**src/rtl/serial_max_sel.sv**
```systemverilog
module serial_max_sel (
  input  logic clk,
  input  logic rst,
  input  logic start,
  input  logic in_valid,
  input  logic a,
  input  logic b,
  output logic out_valid,
  output logic z
);
  typedef enum logic [1:0] {
    ST_TIE  = 2'b00,
    ST_AWIN = 2'b01,
    ST_BWIN = 2'b10
  } st_t;

  st_t st_q, st_eff, st_d;
  logic z_d;

  assign st_eff = start ? ST_TIE : st_q;

  always_comb begin
    st_d = st_eff;
    z_d  = 1'b0;
    unique case (st_eff)
      ST_AWIN: z_d = a;
      ST_BWIN: z_d = b;
      default: begin
        z_d = a | b;
        if (a && !b) st_d = ST_AWIN;
        else if (!a && b) st_d = ST_BWIN;
        else st_d = ST_TIE;
      end
    endcase
  end

  always_ff @(posedge clk) begin
    if (rst) begin
      st_q      <= ST_TIE;
      out_valid <= 1'b0;
      z         <= 1'b0;
    end else begin
      out_valid <= in_valid;
      if (in_valid) begin
        st_q <= st_d;
        z    <= z_d;
      end else if (start) begin
        st_q <= ST_TIE;
      end
    end
  end
endmodule


```
**config.mk**
```make
export PLATFORM = sky130hd
export DESIGN_NAME = serial_max_sel
export DESIGN_NICKNAME = d
export VERILOG_FILES = /design/src/rtl/serial_max_sel.sv
export SDC_FILE = /design/constraint.sdc
export NUM_CORES = 1
export LEC_CHECK = 0
export BUFFER_PORTS_ARGS = -buffer_cell sky130_fd_sc_hd__buf_4
export CAP_MARGIN = 20
export CORE_AREA = 2 2 39 41
export CTS_CLUSTER_DIAMETER = 200
export DETAILED_ROUTE_END_ITERATION = 8
export DIE_AREA = 0 0 41 43
export PLACE_DENSITY = 0.45
export SYNTH_ARGS = -nofsm -noshare
export SYNTH_HDL_FRONTEND = slang
export SYNTH_SLANG_ARGS = --single-unit
```
**constraint.sdc**
```tcl
create_clock -name clk -period 1.5 [get_ports clk]
set_input_delay 0.15 -clock clk [delete_from_list [all_inputs] [get_ports clk]]
set_output_delay 0.15 -clock clk [all_outputs]
set_load 0.005 [all_outputs]
```
; ---- After elaboration in Yosys (flattened, before gate mapping)
; Index checks and enable logic that the tools add are counted.
[op_classes]
eq_ne = 2
n_mul = 0
shift = 0
muxes = 6
bitwise = 1
addsub = 0
n_lt_le_gt_ge = 0
reduce_logical = 5
div = 0
[op_table]
columns = op, count
row1 = $mux W2, 5
row2 = $eq A2 B1 Y1 const B, 1
row3 = $eq A2 B2 Y1 const B, 1
row4 = $logic_and A1 B1 Y1, 2
row5 = $logic_not A1 Y1, 2
row6 = $pmux W1 S2, 1
row7 = $reduce_or A2 Y1, 1
row8 = $or A1 B1 Y1, 1
[word_totals]
memories = 0
input_bits = 6
reg_bits = 4
out_inout_bits = 2
ramBits = 0
elab_cells = 17
rom_bits = 0
latchBits = 0

; ---- Depth between registers and ports, before layout
; Gate-level depths: netlist of the first run.
[logic_depth]
ltp_word = 6
ltp_mapped = 6
ltp_nobuf = 6

; ---- Least setup slack after synthesis of the first run
; No wires, ideal clock.
[synth_timing]
path_kind = reg2reg
start = register st_q[1]
end = register z
path_buffers = 0
arrival_ns = 1.001
period_less_slack_ns = 1.092
setup_slack_ns = 0.408
path_stages_with_launch = 6
setup_ns = 0.091
cell_sequence = dfxtp_1 nand2b_4 inv_1 ha_1 o21ai_1 a311oi_1
[synth_via]
elab_chain_cells = 3
elab_cells_between_ends = 4
classes_between = eq/ne (2) / mux (2)
[synth_lines]
columns = element, line_no
row1 = from (decl), 17  ; st_t st_q, st_eff, st_d;
row2 = from (signal assigned), 45  ; st_q <= st_d;
row3 = $mux W2 (*), --
row4 = $eq A2 B2 Y1 or $eq A2 B1 Y1 (tied branches), 25  ; unique case (st_eff)
row5 = $pmux W1 S2 (*), 25
row6 = to (signal assigned), 46  ; z <= z_d;
row7 = to (decl), 9  ; output logic z
; Every way passes the cells marked *; elsewhere a longest branch is shown, timed or not.
; A chain may end at the register's enable or synchronous reset.

; ---- Worst setup path after layout of the first run
; Same ends and word-level chain as after synthesis.

==> run metrics, run 1 <==
largest net degree at the start of global routing=7; Worst R2R Path Depth=5; slew margin rel.=0.872; hold path depth=2; Starting Density=0.152; Worst VDD drop=0.125 mV; crit-path max cell delay=0.32 ns; crit path cell chain=nand2b_4 > inv_1 > ha_1 > o21ai_1 > a311oi_1; Placed Cells=45; Post-synth top cells=4 x dfxtp_1, 3 x nand2_1; most frequent cell after synthesis=dfxtp_1; CP Max Fanout=4; Die Ht=43 µm; total wire length=392 µm; Leakage=0.146 nW; Die Span X=41 µm; Netlist Area Pre-Place=210 µm²; max-cap violations=0; Ports=8; post-synthesis area per instance=9.55 µm²; Post-Layout Cell Count=48; Synth area leader=dfxtp_1; worst setup margin=0.320 ns; vias in the first global route=182; hold endpoint=st_q[1]; status=finished, final reports clean; Clock Latency Late Sink=0.23 ns; endpoint type of the worst setup path=flop; final worst path period share=0.786; Final Hold Vio Count=0; setup TNS=0 ns; Avg WL per Cell=8.17 µm; area grow syn2layout=45.2%; power density cells=928 mW/mm²; Via density=3.96; f_max=0.848 GHz; worst r2r src=st_q[1]; HP Start=rst; sequential share of the synthesized area=0.381; Inserted Clock Buffers=3; kind of critical path=reg -> reg; GRT Residual Overflow=0; Ys Warns=0; crit path time final=1.18 ns; floorplan row count=14; Clock Skews=0.00220 ns; CP Launch Type=flop; clock sink count=4; via count=190; CP max stage cell=dfxtp_1; layout cells sized above 1=0.375; Post-CTS Hold Fix Bufs=0; first-pass GRT wire length=662 µm; hold crit path type=in -> reg; Yosys reg bits=4; asr flop ratio synth=0; IO buf count=7; reg-to-reg endpoint=z; antenna violations before repair=0; Final GP Congestion=0.694; Final setup viols=0; number of fill cells=170; antenna-violating nets left=0; final slew viol count=0; Initial DRT Pass Iterations=4; gr usage total=0.0601; Post-Synthesis Net Count=30; CP required=1.64 ns; setup bufs post-CTS=0; Core Box Area=0.00138 mm²; H-tree levels=1; crit path DAT=1.32 ns; pre-CTS setup slack=0.316 ns; post-synthesis cell type count=12; CTS tree=yes; Pwr Total=0.283 mW; Starting DRT DRC Count=7; EDFF count, synth=0; Synth top area share=0.381; worst-margin pin slew=0.191 ns; DIE AREA=0.00176 mm²; clock transition at the registers of the reported paths=0.04 ns; Clock Tree Buf Depth=2; Mapped Cells=22; worst hold slack=0.104 ns; Root Driver=clkbuf_4; Nets=42; top post-synthesis cells by area=dfxtp_1 38%, nand2b_4 13%, ha_1 12%; register-to-register setup slack=0.32 ns; post-cts gate resize count=0; residual DRC count=0; top_reg_cell synth=dfxtp_1; Diodes inserted=0; unrepaired setup endpoints after global routing=no
## metrics by stage
step | utilization | instance area, µm²
floorplan | - | 210
global placement | 0.204 | 283
detailed placement | 0.204 | 283
CTS | 0.221 | 305
global route | 0.221 | 305
finish | 0.221 | 305
## metal layers
layer,part of all wire,global-route usage,vias to the layer above
met5,0,0,-
met4,0,0.100,0
met3,0.020,0,0
met2,0.58,0.0750,2
met1,0.40,0.0669,91
li1,-,-,97
## kinds of logic (layout without fill, tap and decap cells)
logic type / count (synthesis) / in the layout / synth area share
AOI/OAI and AO/OA: 5 / 5 / 0.149
DFF: 4 / 4 / 0.381
buffers and inverters: 2 / 12 / 0.0357
adders and majority gates: 2 / 2 / 0.119
and+or+nand+nor: 9 / 9 / 0.316
## placed cells by master, fill, tap and decap left out, drive strengths merged
| cell | n |
|---|---|
| a21oi | 2 |
| ha | 2 |
| dfxtp | 4 |
| o21ai | 1 |
| nand4b | 2 |
| nor2b | 1 |
| nor2 | 1 |
| inv | 2 |
| clkbuf | 3 |
| a22oi | 1 |
| nand2 | 3 |
| nand2b | 2 |
| buf | 7 |
| a311oi | 1 |
## worst max-delay path: cells and delay by family, from the launching register on
family / cells / cell delay, ns
compound gates: 2 / 0.33
simple gates: 1 / 0.07
buf+inv: 1 / 0.05
flops: 1 / 0.32
fa+ha+maj: 1 / 0.32
## where the power goes
part	switching (mW)	internal [mW]	total (mW)
sequential	0.00302	0.112	0.115
clock	0.0417	0.0894	0.131
combinational	0.0144	0.0223	0.0367
total	0.0590	0.224	0.283
## sequential cells by signal (all words and copies together), names as in the netlist
name	count
st_q	2
out_valid	1
z	1
## cell type report
cell class | instances | area (µm²) | area share
well taps | 16 | 20.0 | 0.0656
repair buffers | 7 | 52.6 | 0.172
multi-input cells | 16 | 123 | 0.402
inverters | 2 | 7.51 | 0.0246
flip-flops and latches | 4 | 80.1 | 0.262
clock buffers | 3 | 22.5 | 0.0738
## worst max-delay path by stage
| stage | to | cells after the start | start |
|---|---|---|---|
| after detailed placement | z | 5 | st_q[1] |
| after floorplan | z | 5 | st_q[1] |
| after global routing | z | 5 | st_q[1] |
| after global placement | z | 5 | st_q[1] |
| after CTS | z | 5 | st_q[1] |
| final | z | 5 | st_q[1] |
Power figures use the tool's default switching activity.
==> run 2, diff against run 1 <==
--- a/config.mk
+++ b/config.mk
@@ -11,7 +11,7 @@
 export CTS_CLUSTER_DIAMETER = 200
 export DETAILED_ROUTE_END_ITERATION = 8
 export DIE_AREA = 0 0 41 43
-export PLACE_DENSITY = 0.45
+export PLACE_DENSITY = 0.46
 export SYNTH_ARGS = -nofsm -noshare
 export SYNTH_HDL_FRONTEND = slang
 export SYNTH_SLANG_ARGS = --single-unit
==> constraint.sdc (replaced) <==
create_clock -name clk -period 1 [get_ports clk]
set_input_delay 0.1 -clock clk [delete_from_list [all_inputs] [get_ports clk]]
set_output_delay 0.1 -clock clk [all_outputs]
set_load 0.005 [all_outputs]
==> run metrics, run 2 (synthesis gave the netlist of run 1 again) <==
CP Max Fanout=4; Die Ht=43 µm; unrepaired setup endpoints after global routing=yes; pre-CTS setup slack=-0.0497 ns; CP required=1.15 ns; CTS tree=yes; Ports=8; HP Start=rst; hold crit path type=in -> reg; final slew viol count=0; crit path DAT=1.17 ns; Clock Latency Late Sink=0.24 ns; floorplan row count=14; Avg WL per Cell=8.67 µm; max reg flops=2; IO buf count=7; vias in the first global route=198; Post-CTS Hold Fix Bufs=0; DIE AREA=0.00176 mm²; via count=188; max-cap violations=0; Final Hold Vio Count=0; residual DRC count=0; H-tree levels=1; kind of critical path=reg -> reg; area grow syn2layout=63.1%; Starting DRT DRC Count=3; number of fill cells=156; antenna-violating nets left=0; Inserted Clock Buffers=3; antenna violations before repair=0; Worst VDD drop=0.541 mV; f_max=0.975 GHz; Final setup viols=3; Final GP Congestion=0.689; power density cells=1290 mW/mm²; first-pass GRT wire length=676 µm; DP Wirelength=328 µm; slew margin rel.=0.875; Nets=43; Leakage=0.152 nW; status=finished with violations; Post-Layout Cell Count=49; register-to-register setup slack=-0.03 ns; Root Driver=clkbuf_4; endpoint type of the worst setup path=flop; layout cells sized above 1=0.606; total wire length=425 µm; Core Box Area=0.00138 mm²; Setup crit start=st_q[1]; worst-margin pin slew=0.186 ns; most frequent cells in the layout=8 x buf_4, 3 x nand2_1, 3 x clkbuf_4; Clock Tree Buf Depth=2; Die Span X=41 µm; Diodes inserted=0; worst r2r src=st_q[1]; clock sink count=4; commonest non-fill, non-tap cell in the layout=buf_4; Initial DRT Pass Iterations=2; GRT Residual Overflow=0; Clock Skews=0.000765 ns; gr usage total=0.0591; Worst R2R Path Depth=5; worst setup margin=-0.0259 ns; failing checks=negative setup slack; CP Launch Type=flop; Placed Cells=45; Via density=3.84; largest net degree at the start of global routing=7; reg-to-reg endpoint=z; clock transition at the registers of the reported paths=0.04 ns; Starting Density=0.152; end point of the critical path=z; Regs by FF count=st_q (2), out_valid (1), z (1); crit path time final=1.03 ns; Largest Register=st_q; final worst path period share=1.03
## run 2: changes by cell type in the layout (fill, tap and decap cells not counted)
cell     before  now
dfxtp_1       4    2
buf_4         7    8
ha_1          2    1
a22oi_1       1    0
a22oi_2       0    1
ha_4          0    1
a21oi_1       2    1
o21ai_2       0    1
o21ai_1       1    0
inv_1         2    1
a21oi_2       0    1
inv_4         0    1
dfxtp_2       0    2
## run 2: per-layer routing
layer / global-route usage / share of wire
met1: 0.0543 / 0.42
met2: 0.0938 / 0.48
met3: 0.0471 / 0.096
met5: 0 / 0
met4: 0.0200 / 0
## run 2: cell type report
| type | count | area (µm²) | share of cell area |
|---|---|---|---|
| Sequential cell | 4 | 82.6 | 0.241 |
| Inverter | 2 | 10.0 | 0.0292 |
| Tap cell | 16 | 20.0 | 0.0584 |
| Multi-Input combinational cell | 16 | 148 | 0.431 |
| Clock buffer | 3 | 22.5 | 0.0657 |
| Timing Repair Buffer | 8 | 60.1 | 0.175 |
## run 2: how the worst min path moves through the flow
stage	endpoint	slack (ns)	depth (start not counted)
6_report	st_q[0]	0.04	2
3_5_place_dp	out_valid	0.29	2
2_1_floorplan	st_q[0]	0.17	1
3_3_place_gp	out_valid	0.29	2
5_1_grt	st_q[0]	0.03	2
4_1_cts	st_q[1]	0.03	2
## run 2: critical path, stage by stage (launching register included)
cell	delay [ns]
dfxtp_2	0.32
nand2b_4	0.08
inv_4	0.04
ha_4	0.27
o21ai_2	0.05
a311oi_1	0.18
## run 2: power by group
part / switching [mW] / internal, mW
Combinational: 0.0260 / 0.0382
Sequential: 0.00425 / 0.169
Clock: 0.0703 / 0.135
Total: 0.101 / 0.342
## run 2: what timing repair did
item,in CTS,in global routing
pin swaps,4,0
resized for setup,4,2
endpoints found under the setup margin,3,3
setup buffers,1,0
## run 2: stage by stage
stage / util / power, mW / hold WS [ns] / area, µm² / setup TNS (ns)
floorplan: - / 0.200 / 0.169 / 223 / 0
global placement: 0.213 / 0.233 / 0.292 / 295 / -0.0772
detailed placement: 0.213 / 0.234 / 0.290 / 295 / -0.105
CTS: 0.241 / 0.448 / 0.0321 / 334 / -0.0749
global route: 0.248 / 0.473 / 0.0332 / 343 / -0.197
finish: 0.248 / 0.442 / 0.0381 / 343 / -0.0398
==> run 3, diff against run 2 <==
==> config.mk (replaced) <==
export PLATFORM = sky130hd
export DESIGN_NAME = serial_max_sel
export DESIGN_NICKNAME = d
export VERILOG_FILES = /design/src/rtl/serial_max_sel.sv
export SDC_FILE = /design/constraint.sdc
export NUM_CORES = 1
export LEC_CHECK = 0
export CAP_MARGIN = 20
export CORE_AREA = 2 2 39 41
export CTS_CLUSTER_DIAMETER = 200
export DETAILED_ROUTE_END_ITERATION = 8
export DIE_AREA = 0 0 41 43
export DONT_BUFFER_PORTS = 1
export PLACE_DENSITY = 0.4
export SYNTH_ARGS = -nofsm -noshare
export SYNTH_HDL_FRONTEND = slang
export SYNTH_SLANG_ARGS = --single-unit
==> run metrics, run 3 (synthesis gave the netlist of run 1 again) <==
status=finished with violations; failing checks=negative setup slack; Starting DRT DRC Count=4; crit path cell chain=nand2b_4 > inv_4 > ha_4 > o21ai_1 > a311oi_1; Leakage=0.132 nW; crit-path max cell delay=0.31 ns; clock transition at the registers of the reported paths=0.03 ns; Worst VDD drop=0.391 mV; fin util=0.231; CP required=1.13 ns; vias in the first global route=188; Core Box Area=0.00138 mm²; residual DRC count=0; max reg flops=2; antenna violations before repair=0; CP Max Fanout=4; number of fill cells=139; largest net degree at the start of global routing=7; f_max=0.956 GHz; area occupied by multi-input gates=143 µm²; most frequent cells in the layout=3 x nand2_1, 3 x clkbuf_4, 3 x buf_4; gr usage total=0.0622; Nets=40; power density cells=1250 mW/mm²; crit path time final=1.05 ns; Setup crit start=st_q[1]; final worst path period share=1.05; area grow syn2layout=52.4%; antenna-violating nets left=0; GRT Residual Overflow=0; Inserted Clock Buffers=3; CP Launch Type=flop; Starting Density=0.152; H-tree levels=1; IO buf count=0; kind of critical path=reg -> reg; Avg WL per Cell=9.26 µm; layout cells sized above 1=0.500; Regs by FF count=st_q (2), out_valid (1), z (1); HP Start=in_valid; floorplan row count=14; total wire length=426 µm; Final GP Congestion=0.697; Seq. cell area=82.6 µm²; Final setup viols=3; Die Span X=41 µm; Die Ht=43 µm; CTS tree=yes; worst-margin pin slew=0.194 ns; Clock Latency Late Sink=0.23 ns; Largest Register=st_q; DIE AREA=0.00176 mm²; max-cap violations=0; DP Wirelength=334 µm; via count=173; Initial DRT Pass Iterations=4; Diodes inserted=0; setup TNS=-0.0740 ns; clock sink count=4; endpoint type of the worst setup path=flop; Clock Tree Buf Depth=2; worst r2r src=st_q[1]; Root Driver=clkbuf_4; Final Hold Vio Count=0; CP max stage cell=dfxtp_2; Ports=8; unrepaired setup endpoints after global routing=yes; final slew viol count=0; Clock Skews=0.00133 ns; slew margin rel.=0.870; hold crit path type=in -> reg; crit path DAT=1.18 ns; Via density=3.76; first-pass GRT wire length=696 µm; pre-CTS setup slack=-0.0537 ns; worst setup margin=-0.0460 ns
==> run 3: worst paths after layout <==
check	endpoint	cells past startpoint	slack, ns
max	z	5	-0.05
min	out_valid	1	0.01
min reg2reg	z	2	0.51
max reg2reg	z	5	-0.05
==> run 3: final cells by class <==
class | instances | area share
clock buffer | 3 | 0.0703
inverter | 2 | 0.0313
multi-input combinational | 16 | 0.445
sequential | 4 | 0.258
tap | 16 | 0.0625
timing repair buffer | 5 | 0.133
==> run 3: through the flow <==
step | cells | hold slack [ns] | instance area, µm² | total power [mW]
after floorplan | 22 | 0.169 | 223 | 0.200
after global placement | 39 | 0.177 | 250 | 0.205
after detailed placement | 39 | 0.176 | 250 | 0.205
after CTS | 45 | 0.00596 | 305 | 0.408
after global routing | 46 | 0.0302 | 320 | 0.424
final | 46 | 0.0116 | 320 | 0.401
==> run 3: metal layers <==
layer	vias to the layer above	GRT usage	part of all wire
met5	-	0	0
met4	0	0.0600	0
met3	0	0.0209	0.089
met2	8	0.0781	0.49
met1	72	0.0772	0.41
li1	93	-	-
==> run 3: what timing repair did <==
item,in CTS,in global routing
setup buffers,1,1
hold endpoints to repair,4,0
gates cloned,0,0
gates resized for setup,3,3
endpoints found under the setup margin,3,3
hold buffers,2,0
pin swaps,3,2
==> run 3: power breakdown <==
part | total (mW) | internal (mW) | switching [mW] | leakage [nW]
Clock | 0.187 | 0.133 | 0.0534 | 0.0138
Sequential | 0.175 | 0.169 | 0.00534 | 0.0339
Combinational | 0.0399 | 0.0255 | 0.0144 | 0.0839
Total | 0.401 | 0.328 | 0.0731 | 0.132
==> run 3: critical path: cells and delay by family, from the launching register on <==
| kind | cells | cell delay [ns] |
|---|---|---|
| AOI/OAI and AO/OA | 2 | 0.26 |
| adders and majority gates | 1 | 0.26 |
| buffers and inverters | 1 | 0.04 |
| DFF | 1 | 0.31 |
| and+or+nand+nor | 1 | 0.08 |
